$ cat config.mk
export PLATFORM = sky130hd
export DESIGN_NAME = usb_irq_hub
export DESIGN_NICKNAME = d
export VERILOG_FILES = /design/src/rtl/usbirq_pkg.sv /design/src/rtl/usbirq_pipe_bank.sv /design/src/rtl/usbirq_subgate.sv /design/src/rtl/usbirq_devtrack.sv /design/src/rtl/usb_irq_hub.sv
export SDC_FILE = /design/constraint.sdc
export NUM_CORES = 1
export LEC_CHECK = 0
export BUFFER_PORTS_ARGS = -buffer_cell sky130_fd_sc_hd__buf_2
export CORE_UTILIZATION = 30
export DETAILED_ROUTE_END_ITERATION = 7
export GPL_TIMING_DRIVEN = 0
export PLACE_DENSITY = 0.5
export SETUP_SLACK_MARGIN = 0.3
export SLEW_MARGIN = 25
export SYNTH_ARGS = -nofsm -noshare
export SYNTH_HDL_FRONTEND = slang
export SYNTH_SLANG_ARGS = --single-unit
$ cat constraint.sdc
create_clock -name clk -period 4.4 [get_ports clk]
set_input_delay 0.88 -clock clk [delete_from_list [all_inputs] [get_ports clk]]
set_output_delay 0.88 -clock clk [all_outputs]
set_load 0.05 [all_outputs]
$ cat src/rtl/usbirq_pkg.sv
package usbirq_pkg;

  localparam int AW = 4;
  localparam int N0 = 8;
  localparam int N1 = 4;
  localparam int NSUB = 4;

  // group 0 status / enable bit positions
  localparam int S0_VBUS = 0;
  localparam int S0_RESM = 1;
  localparam int S0_SOF  = 2;
  localparam int S0_DVST = 3;
  localparam int S0_CTRT = 4;
  localparam int S0_BEMP = 5;
  localparam int S0_NRDY = 6;
  localparam int S0_BRDY = 7;

  // group 1 status / enable bit positions
  localparam int S1_BCHG = 0;
  localparam int S1_DTCH = 1;
  localparam int S1_SERR = 2;
  localparam int S1_SACK = 3;

  typedef enum logic [AW-1:0] {
    A_EN0     = 4'd0,
    A_EN1     = 4'd1,
    A_DSEN    = 4'd2,
    A_CSEN    = 4'd3,
    A_BRDYEN  = 4'd4,
    A_NRDYEN  = 4'd5,
    A_BEMPEN  = 4'd6,
    A_STS0    = 4'd7,
    A_STS1    = 4'd8,
    A_BRDYSTS = 4'd9,
    A_NRDYSTS = 4'd10,
    A_BEMPSTS = 4'd11,
    A_DEVST   = 4'd12
  } reg_addr_e;

  // bit2 = suspended, bits[1:0] = stage
  localparam logic [1:0] STG_POWERED    = 2'd0;
  localparam logic [1:0] STG_DEFAULT    = 2'd1;
  localparam logic [1:0] STG_ADDRESS    = 2'd2;
  localparam logic [1:0] STG_CONFIGURED = 2'd3;

  // Sub-factor order: 0 bus reset, 1 address set, 2 configured, 3 suspend
  function automatic logic [2:0] next_dev_state(input logic [2:0] cur,
                                                input logic [NSUB-1:0] sub,
                                                input logic resume);
    logic [1:0] stage;
    logic       susp;
    stage = cur[1:0];
    susp  = cur[2];
    if (sub[0]) begin
      stage = STG_DEFAULT;
      susp  = 1'b0;
    end else if (sub[2]) begin
      stage = STG_CONFIGURED;
    end else if (sub[1]) begin
      stage = STG_ADDRESS;
    end
    if (sub[3])      susp = 1'b1;
    else if (resume) susp = 1'b0;
    return {susp, stage};
  endfunction

  // Which group 0 sources are live for the given role and sleep flag
  function automatic logic [N0-1:0] live_mask0(input logic host, input logic sleep);
    logic [N0-1:0] m;
    m = '1;
    if (host) begin
      m[S0_DVST] = 1'b0;
      m[S0_CTRT] = 1'b0;
    end
    if (sleep) begin
      m = '0;
      m[S0_VBUS] = 1'b1;
      m[S0_RESM] = 1'b1;
    end
    return m;
  endfunction

  // Which group 1 sources are live for the given role and sleep flag
  function automatic logic [N1-1:0] live_mask1(input logic host, input logic sleep);
    logic [N1-1:0] m;
    m = '0;
    m[S1_BCHG] = 1'b1;
    if (host && !sleep) begin
      m[S1_DTCH] = 1'b1;
      m[S1_SERR] = 1'b1;
      m[S1_SACK] = 1'b1;
    end
    return m;
  endfunction

  // Sticky update: written zeros clear, events win
  function automatic logic [N0-1:0] sticky8(input logic [N0-1:0] cur, input logic we,
                                            input logic [N0-1:0] wd, input logic [N0-1:0] set);
    return (we ? (cur & wd) : cur) | set;
  endfunction

endpackage

$ cat src/rtl/usbirq_pipe_bank.sv
module usbirq_pipe_bank #(
  parameter int NPIPE = 10
) (
  input  logic             clk,
  input  logic             rst_n,
  input  logic             allow,
  input  logic [NPIPE-1:0] ev,
  input  logic             en_we,
  input  logic             sts_we,
  input  logic [NPIPE-1:0] wdata,
  output logic [NPIPE-1:0] en,
  output logic [NPIPE-1:0] sts,
  output logic             hit
);

  logic [NPIPE-1:0] ev_ok;
  logic [NPIPE-1:0] sts_nx;

  assign ev_ok = allow ? ev : '0;
  assign hit   = |(ev_ok & en);

  always_comb begin
    sts_nx = sts;
    for (int i = 0; i < NPIPE; i++) begin
      if (sts_we && !wdata[i]) sts_nx[i] = 1'b0;
      if (ev_ok[i])            sts_nx[i] = 1'b1;
    end
  end

  always_ff @(posedge clk or negedge rst_n) begin
    if (!rst_n) begin
      en  <= '0;
      sts <= '0;
    end else begin
      if (en_we) en <= wdata;
      sts <= sts_nx;
    end
  end

  AST_PIPE_EVENT_SETS: assert property (@(posedge clk) disable iff (!rst_n)
    (allow && ev != '0) |=> ((sts & $past(ev)) == $past(ev)));
  AST_PIPE_SLEEP_HOLD: assert property (@(posedge clk) disable iff (!rst_n)
    (!allow && !sts_we) |=> (sts == $past(sts)));

endmodule

$ cat src/rtl/usbirq_subgate.sv
module usbirq_subgate #(
  parameter int NSUB = 4
) (
  input  logic            clk,
  input  logic            rst_n,
  input  logic            allow,
  input  logic [NSUB-1:0] ev,
  input  logic            en_we,
  input  logic [NSUB-1:0] wdata,
  output logic [NSUB-1:0] en,
  output logic            hit
);

  assign hit = allow && ((ev & en) != '0);

  always_ff @(posedge clk or negedge rst_n) begin
    if (!rst_n)     en <= '0;
    else if (en_we) en <= wdata;
  end

endmodule

$ cat src/rtl/usbirq_devtrack.sv
module usbirq_devtrack
  import usbirq_pkg::*;
(
  input  logic            clk,
  input  logic            rst_n,
  input  logic            allow_sub,
  input  logic [NSUB-1:0] sub,
  input  logic            resume_ok,
  output logic [2:0]      state
);

  logic [NSUB-1:0] sub_ok;
  logic [2:0]      state_nx;

  assign sub_ok   = allow_sub ? sub : '0;
  assign state_nx = next_dev_state(state, sub_ok, resume_ok);

  always_ff @(posedge clk or negedge rst_n) begin
    if (!rst_n) state <= {1'b0, STG_POWERED};
    else        state <= state_nx;
  end

  AST_DEVST_FROZEN: assert property (@(posedge clk) disable iff (!rst_n)
    (!allow_sub && !resume_ok) |=> $stable(state));
  AST_DEVST_BUSRESET: assert property (@(posedge clk) disable iff (!rst_n)
    (allow_sub && sub == 4'b0001) |=> (state == {1'b0, STG_DEFAULT}));

endmodule

$ cat src/rtl/usb_irq_hub.sv
module usb_irq_hub
  import usbirq_pkg::*;
#(
  parameter int NPIPE = 10,
  parameter int DW    = (NPIPE > 8) ? NPIPE : 8
) (
  input  logic             clk,
  input  logic             rst_n,
  input  logic             host_mode,
  input  logic             sleep_i,
  input  logic             ev_vbus,
  input  logic             ev_resume,
  input  logic             ev_sof,
  input  logic [3:0]       ev_dsub,
  input  logic [3:0]       ev_csub,
  input  logic [NPIPE-1:0] ev_brdy,
  input  logic [NPIPE-1:0] ev_nrdy,
  input  logic [NPIPE-1:0] ev_bemp,
  input  logic             ev_bchg,
  input  logic             ev_detach,
  input  logic             ev_setup_err,
  input  logic             ev_setup_ack,
  input  logic             wr_en,
  input  logic [3:0]       wr_addr,
  input  logic [DW-1:0]    wr_data,
  input  logic [3:0]       rd_addr,
  output logic [DW-1:0]    rd_data,
  output logic             irq_n
);

  localparam int NKIND = 3; // 0 ready, 1 not-ready, 2 empty

  // write decode
  logic we_en0, we_en1, we_dsen, we_csen, we_sts0, we_sts1;
  assign we_en0  = wr_en && (wr_addr == A_EN0);
  assign we_en1  = wr_en && (wr_addr == A_EN1);
  assign we_dsen = wr_en && (wr_addr == A_DSEN);
  assign we_csen = wr_en && (wr_addr == A_CSEN);
  assign we_sts0 = wr_en && (wr_addr == A_STS0);
  assign we_sts1 = wr_en && (wr_addr == A_STS1);

  // source qualification
  logic [N0-1:0] live0;
  logic [N1-1:0] live1;
  logic          periph_awake;
  logic          pipes_awake;
  logic          resume_periph;
  assign live0         = live_mask0(host_mode, sleep_i);
  assign live1         = live_mask1(host_mode, sleep_i);
  assign periph_awake  = !host_mode && !sleep_i;
  assign pipes_awake   = !sleep_i;
  assign resume_periph = ev_resume && !host_mode;

  // per-pipe banks
  logic [NPIPE-1:0] pev  [NKIND];
  logic [NPIPE-1:0] pen  [NKIND];
  logic [NPIPE-1:0] psts [NKIND];
  logic [NKIND-1:0] phit;
  assign pev[0] = ev_brdy;
  assign pev[1] = ev_nrdy;
  assign pev[2] = ev_bemp;

  for (genvar k = 0; k < NKIND; k++) begin : g_kind
    logic en_we_k, sts_we_k;
    assign en_we_k  = wr_en && (wr_addr == 4'(int'(A_BRDYEN) + k));
    assign sts_we_k = wr_en && (wr_addr == 4'(int'(A_BRDYSTS) + k));
    usbirq_pipe_bank #(.NPIPE(NPIPE)) u_bank (
      .clk    (clk),
      .rst_n  (rst_n),
      .allow  (pipes_awake),
      .ev     (pev[k]),
      .en_we  (en_we_k),
      .sts_we (sts_we_k),
      .wdata  (wr_data[NPIPE-1:0]),
      .en     (pen[k]),
      .sts    (psts[k]),
      .hit    (phit[k])
    );
  end

  // sub-factor gates
  logic [NSUB-1:0] dsen, csen;
  logic            dvst_hit, ctrt_hit;

  usbirq_subgate #(.NSUB(NSUB)) u_dgate (
    .clk   (clk),
    .rst_n (rst_n),
    .allow (periph_awake),
    .ev    (ev_dsub),
    .en_we (we_dsen),
    .wdata (wr_data[NSUB-1:0]),
    .en    (dsen),
    .hit   (dvst_hit)
  );

  usbirq_subgate #(.NSUB(NSUB)) u_cgate (
    .clk   (clk),
    .rst_n (rst_n),
    .allow (periph_awake),
    .ev    (ev_csub),
    .en_we (we_csen),
    .wdata (wr_data[NSUB-1:0]),
    .en    (csen),
    .hit   (ctrt_hit)
  );

  // device state
  logic [2:0] dev_state;
  usbirq_devtrack u_dev (
    .clk       (clk),
    .rst_n     (rst_n),
    .allow_sub (periph_awake),
    .sub       (ev_dsub),
    .resume_ok (resume_periph),
    .state     (dev_state)
  );

  // top-level status and enables
  logic [N0-1:0] en0, sts0, raw0, set0;
  logic [N1-1:0] en1, sts1, raw1, set1;
  logic          pend;

  always_comb begin
    raw0          = '0;
    raw0[S0_VBUS] = ev_vbus;
    raw0[S0_RESM] = ev_resume;
    raw0[S0_SOF]  = ev_sof;
    raw0[S0_DVST] = dvst_hit;
    raw0[S0_CTRT] = ctrt_hit;
    raw0[S0_BRDY] = phit[0];
    raw0[S0_NRDY] = phit[1];
    raw0[S0_BEMP] = phit[2];
    raw1          = '0;
    raw1[S1_BCHG] = ev_bchg;
    raw1[S1_DTCH] = ev_detach;
    raw1[S1_SERR] = ev_setup_err;
    raw1[S1_SACK] = ev_setup_ack;
  end

  assign set0 = raw0 & live0;
  assign set1 = raw1 & live1;
  assign pend = ((sts0 & en0 & live0) != '0) || ((sts1 & en1 & live1) != '0);

  always_ff @(posedge clk or negedge rst_n) begin
    if (!rst_n) begin
      en0   <= '0;
      en1   <= '0;
      sts0  <= '0;
      sts1  <= '0;
      irq_n <= 1'b1;
    end else begin
      if (we_en0) en0 <= wr_data[N0-1:0];
      if (we_en1) en1 <= wr_data[N1-1:0];
      sts0  <= sticky8(sts0, we_sts0, wr_data[N0-1:0], set0);
      sts1  <= (we_sts1 ? (sts1 & wr_data[N1-1:0]) : sts1) | set1;
      irq_n <= !pend;
    end
  end

  // read mux
  always_comb begin
    rd_data = '0;
    case (rd_addr)
      A_EN0:     rd_data[N0-1:0]    = en0;
      A_EN1:     rd_data[N1-1:0]    = en1;
      A_DSEN:    rd_data[NSUB-1:0]  = dsen;
      A_CSEN:    rd_data[NSUB-1:0]  = csen;
      A_BRDYEN:  rd_data[NPIPE-1:0] = pen[0];
      A_NRDYEN:  rd_data[NPIPE-1:0] = pen[1];
      A_BEMPEN:  rd_data[NPIPE-1:0] = pen[2];
      A_STS0:    rd_data[N0-1:0]    = sts0;
      A_STS1:    rd_data[N1-1:0]    = sts1;
      A_BRDYSTS: rd_data[NPIPE-1:0] = psts[0];
      A_NRDYSTS: rd_data[NPIPE-1:0] = psts[1];
      A_BEMPSTS: rd_data[NPIPE-1:0] = psts[2];
      A_DEVST:   rd_data[2:0]       = dev_state;
      default:   rd_data            = '0;
    endcase
  end

  AST_PIN_ASSERTS: assert property (@(posedge clk) disable iff (!rst_n)
    pend |=> !irq_n);
  AST_PIN_RELEASES: assert property (@(posedge clk) disable iff (!rst_n)
    !pend |=> irq_n);
  AST_EVENT_BEATS_CLEAR: assert property (@(posedge clk) disable iff (!rst_n)
    ev_vbus |=> sts0[S0_VBUS]);
  AST_ZERO_CLEARS: assert property (@(posedge clk) disable iff (!rst_n)
    (we_sts0 && !wr_data[S0_SOF] && !ev_sof) |=> !sts0[S0_SOF]);
  AST_HOST_NO_DVST: assert property (@(posedge clk) disable iff (!rst_n)
    $rose(sts0[S0_DVST]) |-> !$past(host_mode));
  AST_PERIPH_NO_DETACH: assert property (@(posedge clk) disable iff (!rst_n)
    $rose(sts1[S1_DTCH]) |-> $past(host_mode));
  AST_SLEEP_NO_SOF: assert property (@(posedge clk) disable iff (!rst_n)
    $rose(sts0[S0_SOF]) |-> !$past(sleep_i));
  AST_BCHG_ANY_MODE: assert property (@(posedge clk) disable iff (!rst_n)
    ev_bchg |=> sts1[S1_BCHG]);

endmodule

# Yosys cells after proc, flatten, opt, wreduce, memory -nomap -nowiden

Index checks and enable logic that the tools add are counted.

Equality and inequality tests: 23
Reductions and logical operators: 102
Shift operators: 0
Bitwise logic cells: 15
Order comparisons: 0
$mul: 0
Mux-type cells: 79
Divide/modulo/power cells: 0
Add/sub/neg operators: 0

Operator list:

| cell                                           | number |
|---|---|
| 2-to-1 mux 1 bit                               | 63 |
| nonzero test 2 bit                             | 30 |
| logical AND 1 bit                              | 47 |
| one-hot mux 3 bit (13 select lines)            | 1 |
| == test 4 bit (second input constant)          | 9 |
| bitwise AND 8 bit                              | 4 |
| == test 4 x 3 -> 1 bit (second input constant) | 8 |
| one-hot mux 4 bit (8 select lines)             | 1 |
| bitwise AND 10 bit                             | 3 |
| 2-to-1 mux 10 bit                              | 3 |
| OR reduction 10 bit                            | 3 |
| bitwise AND 4 bit                              | 6 |
| == test 4 x 2 -> 1 bit (second input constant) | 4 |
| 2-to-1 mux 8 bit                               | 2 |
| zero test 1 bit                                | 13 |
| one-hot mux 1 bit (12 select lines)            | 1 |
| one-hot mux 2 bit (6 select lines)             | 1 |
| nonzero test 4 bit                             | 3 |
| == test 4 x 1 -> 1 bit (second input constant) | 2 |
| zero test 4 bit                                | 2 |
| 2-to-1 mux 2 bit                               | 4 |
| 2-to-1 mux 4 bit                               | 2 |
| OR 8 bit                                       | 1 |
| nonzero test 8 bit                             | 1 |
| other kinds (4)                                | 5 |

Logic and storage cells: 261
Memory bits (writable): 0
Bits in latches: 0
Memory bits (read-only): 0
Memories: 0
Bits in registers: 96
Input port bits: 68
Output and inout bits: 11

# Logic depth before layout (Yosys ltp)

Gate-level depths: netlist of run 1.

Depth after elaboration: 7
Depth in mapped cells: 7
Mapped depth without buffers: 4

# Hierarchy

From an unflattened synthesis of run 1, not the netlist that was laid out.

Cell total of the unflattened synthesis: 437
Area total of the unflattened synthesis: 5088.6 µm²

Modules (own cells, without submodules):

| module           | seq. area each (µm²) | cells each | times used | area an instance (µm²) |
|---|---|---|---|---|
| usbirq_pipe_bank | 500.5                | 59         | 3          | 840.8 |
| usb_irq_hub      | 626.9                | 227        | 1          | 2104.5 |
| usbirq_subgate   | 100.1                | 11         | 2          | 167.7 |
| usbirq_devtrack  | 75.1                 | 11         | 1          | 126.4 |

# Worst setup path after synthesis of run 1

OpenSTA, ideal clock, no wires.

Path kind: input to output
From: input rd_addr[2]
To: output rd_data[4]
Setup slack: 1049 ps
Cell stages on the path: 6
Path buffers: 2
Data arrival time: 2471 ps
Data required time: 3520 ps
Cells stage by stage: buf_6 and2b_1 buf_2 a22oi_1 a21o_1 a22oi_1

Longest elaborated chain between the ends: 2
Elaborated cells on any way between the ends: 9
Classes of those cells: 7 x eq/ne; 1 x mux; 1 x reduce/logical

Ends and longest elaborated chain:

| what                                        | line               | RTL |
|---|---|---|
| start: declaration                          | usb_irq_hub.sv:26  | `input logic [3:0] rd_addr,` |
| == test 4 bit, or another cell as far along | usb_irq_hub.sv:163 | `case (rd_addr)` |
| one-hot mux 4 bit (8 select lines) (*)      | usb_irq_hub.sv:163 |  |
| end: declaration                            | usb_irq_hub.sv:27  | `output logic [DW-1:0] rd_data,` |

Every way passes the cells marked *; elsewhere a longest branch is shown, timed or not.

# Worst setup path after layout of run 1

From: input rd_addr[0]
To: output rd_data[3]

Longest elaborated chain between the ends: 2
Elaborated cells on any way between the ends: 13
Classes of those cells: 11 x eq/ne; 1 x mux; 1 x reduce/logical

Ends and longest elaborated chain:

| what                                        | line |
|---|---|
| == test 4 bit, or another cell as far along | usb_irq_hub.sv:163 |
| one-hot mux 1 bit (12 select lines) (*)     | usb_irq_hub.sv:163 |

Marked as above.

==> out/metrics.yaml, run 1 <==
cts-root-buf: "clkbuf_16"
cp-start-kind: "primary input"
rrSetupSlack_ns: 2.74
cts_buffers: 9
slew_viol_final: 0
hold-worst-slack_ns: 0.411
layout_commonest_cell: "dfrtp_1"
drt_wl_total_microns: 17600
clk_pin_slew_ns: 0.07
syn_inst: 478
clk_latency_ns: 0.36
drive_gt1_share_pct: 24.4
ys_warn_count: 0
drc: 0
cp-end-kind: "primary output"
dieHeight_microns: 131
setup-tns-final_ns: 0
synth_seq_cells: 96
synth-edff-count: 0
hold_buffers: 0
power_frac_seq_pct: 47.2
grt_pass1_wl_microns: 26600
ir_drop_mv: 0.166
syn2layout_area_growth_pct: 19.6
cap_violations: 0
die_w_microns: 131
slew_headroom_pct: 46.3
cp.arrival_ns: 2.68
async_reset_ff_share_pct: 100
worstReg2RegEnd: "sts0[7]$_DFF_PN0_"
antenna_left: 0
rsz0062_at_grt: "false"
clock-sinks: 96
num_antenna_cells: 0
synthDistinctLibCells: 52
mostFrequentLayoutCells: "dfrtp_1, buf_2, o21ai_0"
drt_pre_antenna_iters: 8
cts_buffer_depth: 2
p_per_area_nw_per_um2: 408
ys.flop_type: "dfrtp_1"
leakage_nw: 2.57
worst_pin_slew_ns: 0.806
cts_tree: "done"
finalCritPeriodShare_pct: 80.8
drt-initial-drc-count: 382
ioPinCount: 79
switching_share_pct: 30.4
hold_viol: 0
antenna_found_initial: 0
ys_seq_area_share_pct: 48.4
r2r_cells: 4
fmax_mhz: 281
setup_viol: 0
min_path_type: "in2async"
worst-setup-path-type: "in2out"
fin_nets: 633
rows: 46
cp.required_ns: 3.52
path_max_fanout: 10
grt_util_all_layers_pct: 22.0
grt-ovfl-total: 0
p_int_mw: 1.68
grt_pass1_vias: 4442
h-tree-depth: 3
die_area_sq_um: 17100
grt_max_degree: 62
clkPwrFrac_pct: 32.6
portBuffers: 75
pwr-share-comb_pct: 20.1
syn_nets: 546
r2r_start: "g_kind[0].u_bank.en[3]$_DFFE_PN0P_"
coreArea_sq_um: 16000
dp_hpwl_microns: 13100
post-cts-setup-buffers: 0
routabilityCongestion: 0.884
syn-cell-area_sq_um: 4970
dr_total_vias: 4335
avgViaCountPerCell: 5.52
p_sw_mw: 0.737
finClkSkew_ns: 0.00548
status: "finished, final reports clean"
ctsResizeCount: 0
avgRoutedWirePerCell_microns: 22.4
start_util_pct: 31.0
min_period_ns: 3.56
avgSynthCellArea_sq_um: 10.4
==> flip-flops by register name, summed over array words and instances, names as in the netlist, 4 cells and up <==
| register | count |
|---|---|
| sts0 | 8 |
| sts1 | 4 |
| en1 | 4 |
| u_dgate.en | 4 |
| en0 | 8 |
| u_cgate.en | 4 |
| g_kind.u_bank.sts | 30 |
| g_kind.u_bank.en | 30 |
==> layer usage <==
layer  track usage (%)  wire (microns)  vias up  part of all wire, %
met5                 0               0        -                    0
met1              30.4            7930     2172                   45
met2              34.0            8080      193                   46
met3              3.22            1060       32                  6.0
met4              9.94             536        0                  3.0
li1                  -               -     1938                    -
==> kinds of logic after synthesis <==
| group | share of synthesized area [%] |
|---|---|
| and+or+nand+nor | 11.0 |
| muxes | 15.5 |
| buffers and inverters | 4.99 |
| DFF | 48.4 |
| AOI/OAI and AO/OA | 20.1 |
==> how the worst max path moves through the flow <==
stage               startpoint    endpoint  slack [ns]  cells past startpoint
finish              rd_addr[0]  rd_data[3]        0.84                      8
global route        rd_addr[0]  rd_data[3]        0.83                      8
CTS                 rd_addr[0]  rd_data[3]        0.89                      8
detailed placement  rd_addr[0]  rd_data[3]        0.90                      8
global placement    rd_addr[0]  rd_data[3]        0.89                      8
floorplan           rd_addr[2]  rd_data[4]        1.05                      6
==> cell usage after synthesis (all sizes together) (2+ instances only) <==
master,number,area (sq um)
a221o,3,30.0
a22o,11,96.3
clkbuf,11,41.3
nand3b,2,15.0
a21oi,12,60.1
a222oi,7,70.1
inv,29,109
a22oi,9,67.6
o21a,2,15.0
nor2b,12,75.1
nand4b,2,17.5
dfrtp,95,2380
nor2,7,26.3
o31ai,3,22.5
nand2,30,113
mux2,53,597
mux2i,15,150
o22a,3,26.3
a31oi,5,31.3
nor3b,5,37.5
o21ai,82,410
nand2b,11,68.8
nor3,2,10.0
a221oi,7,61.3
and3,8,50.1
or3b,2,17.5
o22ai,2,12.5
buf,16,97.6
and2,2,12.5
nand3,12,60.1
==> worst max-delay path, stage by stage <==
cell	delay [ns]
buf_2	0.28
buf_2	0.32
buf_4	0.26
nand3_1	0.10
a21oi_1	0.30
a2111oi_2	0.06
o21ai_1	0.15
buf_2	0.31
==> power by group through the flow <==
stage / Clock (mW) / Sequential [mW] / Combinational [mW]
2_1_floorplan: 0 / 1.10 / 0.319
3_3_place_gp: 0 / 1.15 / 0.477
3_5_place_dp: 0 / 1.16 / 0.486
4_1_cts: 0.810 / 1.14 / 0.488
5_1_grt: 0.846 / 1.16 / 0.531
6_report: 0.790 / 1.14 / 0.488
==> stage by stage <==
| stage | power (mW) | instances | util, % | cell area [sq um] | worst slack [ns] |
|---|---|---|---|---|---|
| 2_1_floorplan | 1.42 | 478 | - | 4970 | 1.05 |
| 3_3_place_gp | 1.63 | 769 | 35.1 | 5610 | 0.886 |
| 3_5_place_dp | 1.64 | 770 | 35.3 | 5650 | 0.900 |
| 4_1_cts | 2.44 | 786 | 37.1 | 5940 | 0.885 |
| 5_1_grt | 2.53 | 786 | 37.1 | 5940 | 0.834 |
| 6_report | 2.42 | 786 | 37.1 | 5940 | 0.845 |
==> cell type report <==
type	instances	area [sq um]
fillers	1684	10100
flip-flops and latches	96	2400
multi-input cells	326	2310
repair buffers	76	409
well taps	216	270
clock buffers	12	246
plain buffers	27	139
inverters	29	109
clock inverters	4	45.0
Power figures use the tool's default switching activity.
==> inputs of run 2 (changes only) <==
Settings changed: ABC_AREA set to 1, PLACE_DENSITY 0.5 to 0.51.
Clock period 4.4 ns to 3.1 ns, I/O delays scaled along.
==> run 2 against run 1 <==
- total power up 35%
- worst hold slack worse by 0.25 ns
- design area down 1.9%
- via count up 10%
- utilization down 0.16 points
- critical path type unchanged
- largest cell class unchanged
==> out/metrics.yaml, run 2 <==
status: "finished, final reports clean"  # unchanged
crit_path_max_incr_delay_ns: 0.35  # was 0.32 ns
p_int_mw: 2.20  # was 1.68 mW
slew_headroom_pct: 60.3  # was 46.3%
slowest_stage: "nor2_2"  # was buf_2
netlist.area_leader.share_pct: 49.2  # was 47.9%
clk_pin_slew_ns: 0.07  # about the same
grt_max_degree: 59  # was 62
synth_common_cells: "nand2_1, o21ai_0, dfrtp_1"  # was dfrtp_1, o21ai_0, nand2_1
p_sw_mw: 1.07  # was 0.737 mW
start_util_pct: 30.6  # was 31.0%
drive_gt1_share_pct: 15.1  # was 24.4%
path_max_fanout: 9  # was 10
grt_pass1_wl_microns: 27400  # was 26,600 microns
crit_chain: "buf_2, inv_2, nor2_2, nand2_2, inv_2, nand2_1, nand2_1, nor2_1, nand3_1, buf_2"  # was buf_2, buf_2, buf_4, nand3_1, a21oi_1, a2111oi_2, o21ai_1, buf_2
layout_commonest_cell: "nand2_1"  # was dfrtp_1
syn-cell-area_sq_um: 4830  # was 4970 sq um
wl_met3_microns: 1120  # was 1060 microns
slew_viol_final: 0  # unchanged
antenna_found_initial: 0  # unchanged
die_w_microns: 129  # was 131 microns
async_reset_ff_share_pct: 100  # unchanged
cp-start-kind: "primary input"  # unchanged
fin_nets: 824  # was 633
rrSetupSlack_ns: 1.89  # was 2.74 ns
setup-tns-final_ns: 0  # unchanged
switching_share_pct: 32.6  # was 30.4%
finClkSkew_ns: 0.00520  # was 0.00548 ns
startpoint: "rd_addr[3]"  # was rd_addr[0]
rows: 46  # unchanged
r2r_start: "u_cgate.en[1]$_DFFE_PN0P_"  # was g_kind[0].u_bank.en[3]$_DFFE_PN0P_
power_frac_seq_pct: 48.9  # was 47.2%
synthDistinctLibCells: 20  # was 52
worstSetupEndpoint: "rd_data[3]"  # unchanged
antenna_left: 0  # unchanged
cpLargestDelayFamily: "simple AND/OR/NAND/NOR gates"  # was buffers and inverters
rsz0062_at_grt: "true"  # was false
clk_latency_ns: 0.35  # was 0.36 ns
dieHeight_microns: 129  # was 131 microns
cp-end-kind: "primary output"  # unchanged
clkPwrFrac_pct: 33.3  # was 32.6%
mostFrequentLayoutCells: "nand2_1, o21ai_0, dfrtp_1"  # was dfrtp_1, buf_2, o21ai_0
cts_buffer_depth: 2  # unchanged
syn_inst: 666  # was 478
die_area_sq_um: 16600  # was 17,100 sq um
drt_pre_antenna_iters: 5  # was 8
avgRoutedWirePerCell_microns: 18.3  # was 22.4 microns
avgSynthCellArea_sq_um: 7.25  # was 10.4 sq um
utilization_pct: 36.9  # was 37.1%
portBuffers: 78  # was 75
synth_seq_cells: 96  # unchanged
pwr-share-comb_pct: 17.9  # was 20.1%
min_path_type: "in2async"  # unchanged
ir_drop_mv: 0.255  # was 0.166 mV
clock-sinks: 96  # unchanged
dp_slack_ns: 0.0561  # was 0.900 ns
finalCritPeriodShare_pct: 86.6
drc: 0  # unchanged
crit_cells: 10  # was 8
worstReg2RegEnd: "sts0[4]$_DFF_PN0_"  # was sts0[7]$_DFF_PN0_
cts_tree: "done"  # unchanged
grt_util_all_layers_pct: 22.7  # was 22.0%
h-tree-depth: 3  # unchanged
hold_viol: 0  # unchanged
top_regs: "g_kind.u_bank.en: 30 flops, g_kind.u_bank.sts: 30 flops"  # unchanged
cts_buffers: 9  # unchanged
coreArea_sq_um: 15800  # was 16,000 sq um
drt-initial-drc-count: 376  # was 382
worst_pin_slew_ns: 0.593  # was 0.806 ns
cp.required_ns: 2.48  # was 3.52 ns
dpl-instance-area_sq_um: 5520  # was 5650 sq um
synthTopCellsByArea: "dfrtp_1, nand2_1, o21ai_0"  # was dfrtp_1, o21ai_0, mux2_2
cap_violations: 0  # unchanged
fin_area_sq_um: 5830  # was 5940 sq um
synth_most_common_cell: "nand2_1"  # was dfrtp_1
syn2layout_area_growth_pct: 20.7  # was 19.6%
p_total_mw: 3.27  # was 2.42 mW
p_per_area_nw_per_um2: 561  # was 408 nW/um^2
grt_pass1_vias: 4656  # was 4,442
synth_top_area_cell: "dfrtp_1"  # unchanged
ys.flop_type: "dfrtp_1"  # unchanged
syn_nets: 734  # was 546
dr_wl_met2_microns: 8040  # was 8080 microns
setup_viol: 0  # unchanged
dr_total_vias: 4783  # was 4,335
avgViaCountPerCell: 4.90  # was 5.52
r2r_cells: 3  # was 4
dp_hpwl_microns: 13700  # was 13,100 microns
ioPinCount: 79  # unchanged
cp.arrival_ns: 2.06  # was 2.68 ns
ys_warn_count: 0  # unchanged
routabilityCongestion: 0.893  # was 0.884
cts-root-buf: "clkbuf_16"  # unchanged
leakage_nw: 2.84  # was 2.57 nW
synth-edff-count: 0  # unchanged
num_antenna_cells: 0  # unchanged
ys_seq_area_share_pct: 49.8  # was 48.4%
drt_wl_total_microns: 17800  # was 17,600 microns
grt-ovfl-total: 0  # unchanged
topRoutingLayerUsed: "met4"  # unchanged
critPathBufInv: 4  # unchanged
wl_met1_microns: 8310  # was 7930 microns
worst-setup-path-type: "in2out"  # unchanged
layout_setup_ws_ns: 0.417  # was 0.845 ns
fmax_mhz: 373
min_period_ns: 2.68
-- run 2: final cells by class --
cell class	count	area, sq um
Buffer	15	71.3
Tap cell	216	270
Clock buffer	11	253
Fill cell	1770	9940
Timing Repair Buffer	79	424
Clock inverter	5	31.3
Multi-Input combinational cell	516	2230
Inverter	39	146
Sequential cell	96	2400
-- run 2: per-stage QoR --
stage	instances	hold slack, ns
after floorplan	666	0.324
after global placement	960	0.475
after detailed placement	961	0.480
after CTS	977	0.181
after global routing	977	0.193
final	977	0.165
-- run 2: worst min path at each step --
| stage | start | end | slack (ns) | depth (start not counted) |
|---|---|---|---|---|
| 2_1_floorplan | rst_n | en0[0]$_DFFE_PN0P_ | 0.32 | 0 |
| 3_3_place_gp | u_dev.state[0]$_DFFE_PN0P_ | u_dev.state[0]$_DFFE_PN0P_ | 0.47 | 2 |
| 3_5_place_dp | u_dev.state[0]$_DFFE_PN0P_ | u_dev.state[0]$_DFFE_PN0P_ | 0.48 | 2 |
| 4_1_cts | rst_n | g_kind[2].u_bank.sts[6]$_DFFE_PN0P_ | 0.18 | 1 |
| 5_1_grt | rst_n | g_kind[1].u_bank.sts[6]$_DFFE_PN0P_ | 0.19 | 1 |
| 6_report | rst_n | g_kind[2].u_bank.sts[6]$_DFFE_PN0P_ | 0.16 | 1 |
-- run 2: what timing repair did --
action | 4_1_cts | 5_1_grt
pin swaps | 0 | 0
hold endpoints to repair | 0 | 0
endpoints found under the setup margin | 8 | 9
gates resized for setup | 1 | 5
setup buffers | 0 | 0
hold buffers | 0 | 0
-- run 2: power by group through the flow --
stage | sequential (mW) | combinational, mW | clock [mW]
6_report | 1.60 | 0.584 | 1.09
5_1_grt | 1.61 | 0.663 | 1.15
4_1_cts | 1.59 | 0.588 | 1.11
3_5_place_dp | 1.61 | 0.586 | 0
3_3_place_gp | 1.61 | 0.570 | 0
2_1_floorplan | 1.55 | 0.359 | 0
-- run 2: cells by family (layout without fill, tap and decap cells) --
kind of cell,after synthesis,in the layout,synth area share [%]
flops,96,96,49.8
buf+inv,54,149,4.51
compound gates,111,111,11.9
simple gates,405,405,33.8
-- run 2: metal layers --
metal | up-vias | track usage (%)
li1 | 2343 | -
met1 | 2239 | 32.9
met2 | 182 | 35.0
met3 | 19 | 2.37
met4 | 0 | 7.75
met5 | - | 0
==> inputs of run 3 (changes only) <==
Settings changed: PLACE_DENSITY 0.51 to 0.5.
Clock period 3.1 ns to 3.4 ns, I/O delays scaled along.
==> run 3 against run 2 <==
- clock skew is 0.0023 ns higher
- total power is 8.3% lower
- register-to-register slack better by 0.28 ns
- via count is 1.0% higher
- die area stayed put
- combinational power is 8.9% lower
- final cell count stayed put
- worst hold slack better by 0.053 ns
- critical path type unchanged
==> out/metrics.yaml, run 3 (synthesized netlist as in run 2, its figures left out) <==
post-place-cells: 961  # unchanged
layout_commonest_cell: "nand2_1"  # unchanged
post-cts-setup-buffers: 0  # unchanged
cts_buffers: 9  # unchanged
utilization_pct: 36.9  # about the same
grt_pass1_vias: 4722  # was 4,656
p_total_mw: 3.00  # was 3.27 mW
clk_latency_ns: 0.35  # about the same
fin_nets: 824  # unchanged
fmax_mhz: 343
leakage_nw: 2.84  # about the same
die_area_sq_um: 16600  # unchanged
routabilityCongestion: 0.899  # was 0.893
ioPinCount: 79  # unchanged
start_util_pct: 30.6  # unchanged
drt_wl_total_microns: 17800  # about the same
clock-sinks: 96  # unchanged
mostFrequentLayoutCells: "nand2_1, o21ai_0, dfrtp_1"  # unchanged
dp_slack_ns: 0.245  # was 0.0561 ns
grt_pass1_wl_microns: 27400  # about the same
min_path_type: "in2async"  # unchanged
fin_area_sq_um: 5820  # was 5830 sq um
cp-start-kind: "primary input"  # unchanged
worst_pin_slew_ns: 0.740  # was 0.593 ns
dr_total_vias: 4833  # was 4,783
fin_cells: 977  # unchanged
rrSetupSlack_ns: 2.17  # was 1.89 ns
antenna_left: 0  # unchanged
cts-root-buf: "clkbuf_16"  # unchanged
antenna_found_initial: 0  # unchanged
drc: 0  # unchanged
setup_viol: 0  # unchanged
worst-setup-path-type: "in2out"  # unchanged
cts_buffer_depth: 2  # unchanged
layout_setup_ws_ns: 0.481  # was 0.417 ns
hold-worst-slack_ns: 0.217  # was 0.165 ns
drt_pre_antenna_iters: 5  # unchanged
dieHeight_microns: 129  # unchanged
path_max_fanout: 8  # was 9
p_per_area_nw_per_um2: 516  # was 561 nW/um^2
finalCritPeriodShare_pct: 85.8
syn2layout_area_growth_pct: 20.4  # was 20.7%
num_antenna_cells: 0  # unchanged
cp-end-kind: "primary output"  # unchanged
h-tree-depth: 3  # unchanged
coreArea_sq_um: 15800  # unchanged
cts_tree: "done"  # unchanged
drt-initial-drc-count: 332  # was 376
avgViaCountPerCell: 4.95  # was 4.90
avgRoutedWirePerCell_microns: 18.2  # was 18.3 microns
cp.arrival_ns: 2.24  # was 2.06 ns
slew_viol_final: 0  # unchanged
grt-ovfl-total: 0  # unchanged
cap_violations: 0  # unchanged
cp.required_ns: 2.72  # was 2.48 ns
setup-tns-final_ns: 0  # unchanged
drive_gt1_share_pct: 14.5  # was 15.1%
ir_drop_mv: 0.257  # was 0.255 mV
clk_pin_slew_ns: 0.07  # about the same
top_regs: "g_kind.u_bank.en: 30 flops, g_kind.u_bank.sts: 30 flops"  # unchanged
ctsResizeCount: 1  # unchanged
dpl-instance-area_sq_um: 5520  # unchanged
die_w_microns: 129  # unchanged
slew_headroom_pct: 50.5  # was 60.3%
hold_viol: 0  # unchanged
status: "finished, final reports clean"  # unchanged
rsz0062_at_grt: "false"  # was true
portBuffers: 78  # unchanged
hold_buffers: 0  # unchanged
fillCellCount: 1737  # was 1,770
finClkSkew_ns: 0.00751  # was 0.00520 ns
dp_hpwl_microns: 13600  # was 13,700 microns
grt_max_degree: 62  # was 59
grt_util_all_layers_pct: 22.7  # about the same
min_period_ns: 2.92
rows: 46  # unchanged
## run 3: critical path: stages
cell and delay, ns:
buf_2 0.14, inv_1 0.10, nand2_1 0.10, nor2_2 0.52, nand2_1 0.11, nand2_1 0.11, nor2_1 0.08, nand3_1 0.12
buf_2 0.28
## run 3: path summary, 6_finish.rpt
kind | to | cells past startpoint | startpoint
worst min register to register | u_dev.state[0]$_DFFE_PN0P_ | 2 | u_dev.state[0]$_DFFE_PN0P_
min in group clk | u_dev.state[0]$_DFFE_PN0P_ | 2 | u_dev.state[0]$_DFFE_PN0P_
worst min-delay path | g_kind[2].u_bank.sts[6]$_DFFE_PN0P_ | 1 | rst_n
max in group asynchronous | g_kind[1].u_bank.en[7]$_DFFE_PN0P_ | 2 | rst_n
worst max register to register | sts0[4]$_DFF_PN0_ | 3 | u_cgate.en[1]$_DFFE_PN0P_
worst max-delay path | rd_data[3] | 9 | rd_addr[2]
## run 3: layout make-up
type	instances	area, sq um	area share, %
Clock inverter	5	57.6	0.990
Inverter	39	146	2.52
Clock buffer	11	233	4.00
Buffer	15	71.3	1.23
Tap cell	216	270	4.65
Timing Repair Buffer	79	424	7.29
Sequential cell	96	2400	41.3
Multi-Input combinational cell	516	2210	38.0
## run 3: metal layers
layer / track usage (%) / part of all wire (%) / vias to the layer above
met2: 34.8 / 45 / 145
met1: 31.4 / 47 / 2324
li1: - / - / 2338
met3: 4.24 / 5.4 / 26
met5: 0 / 0 / -
met4: 9.34 / 2.8 / 0
## run 3: where the power goes
group          switching (mW)  internal, mW  leakage, nW  total, mW
registers               0.156          1.30         1.06       1.45
clock network           0.443         0.571        0.143       1.01
logic                   0.355         0.177         1.63      0.532
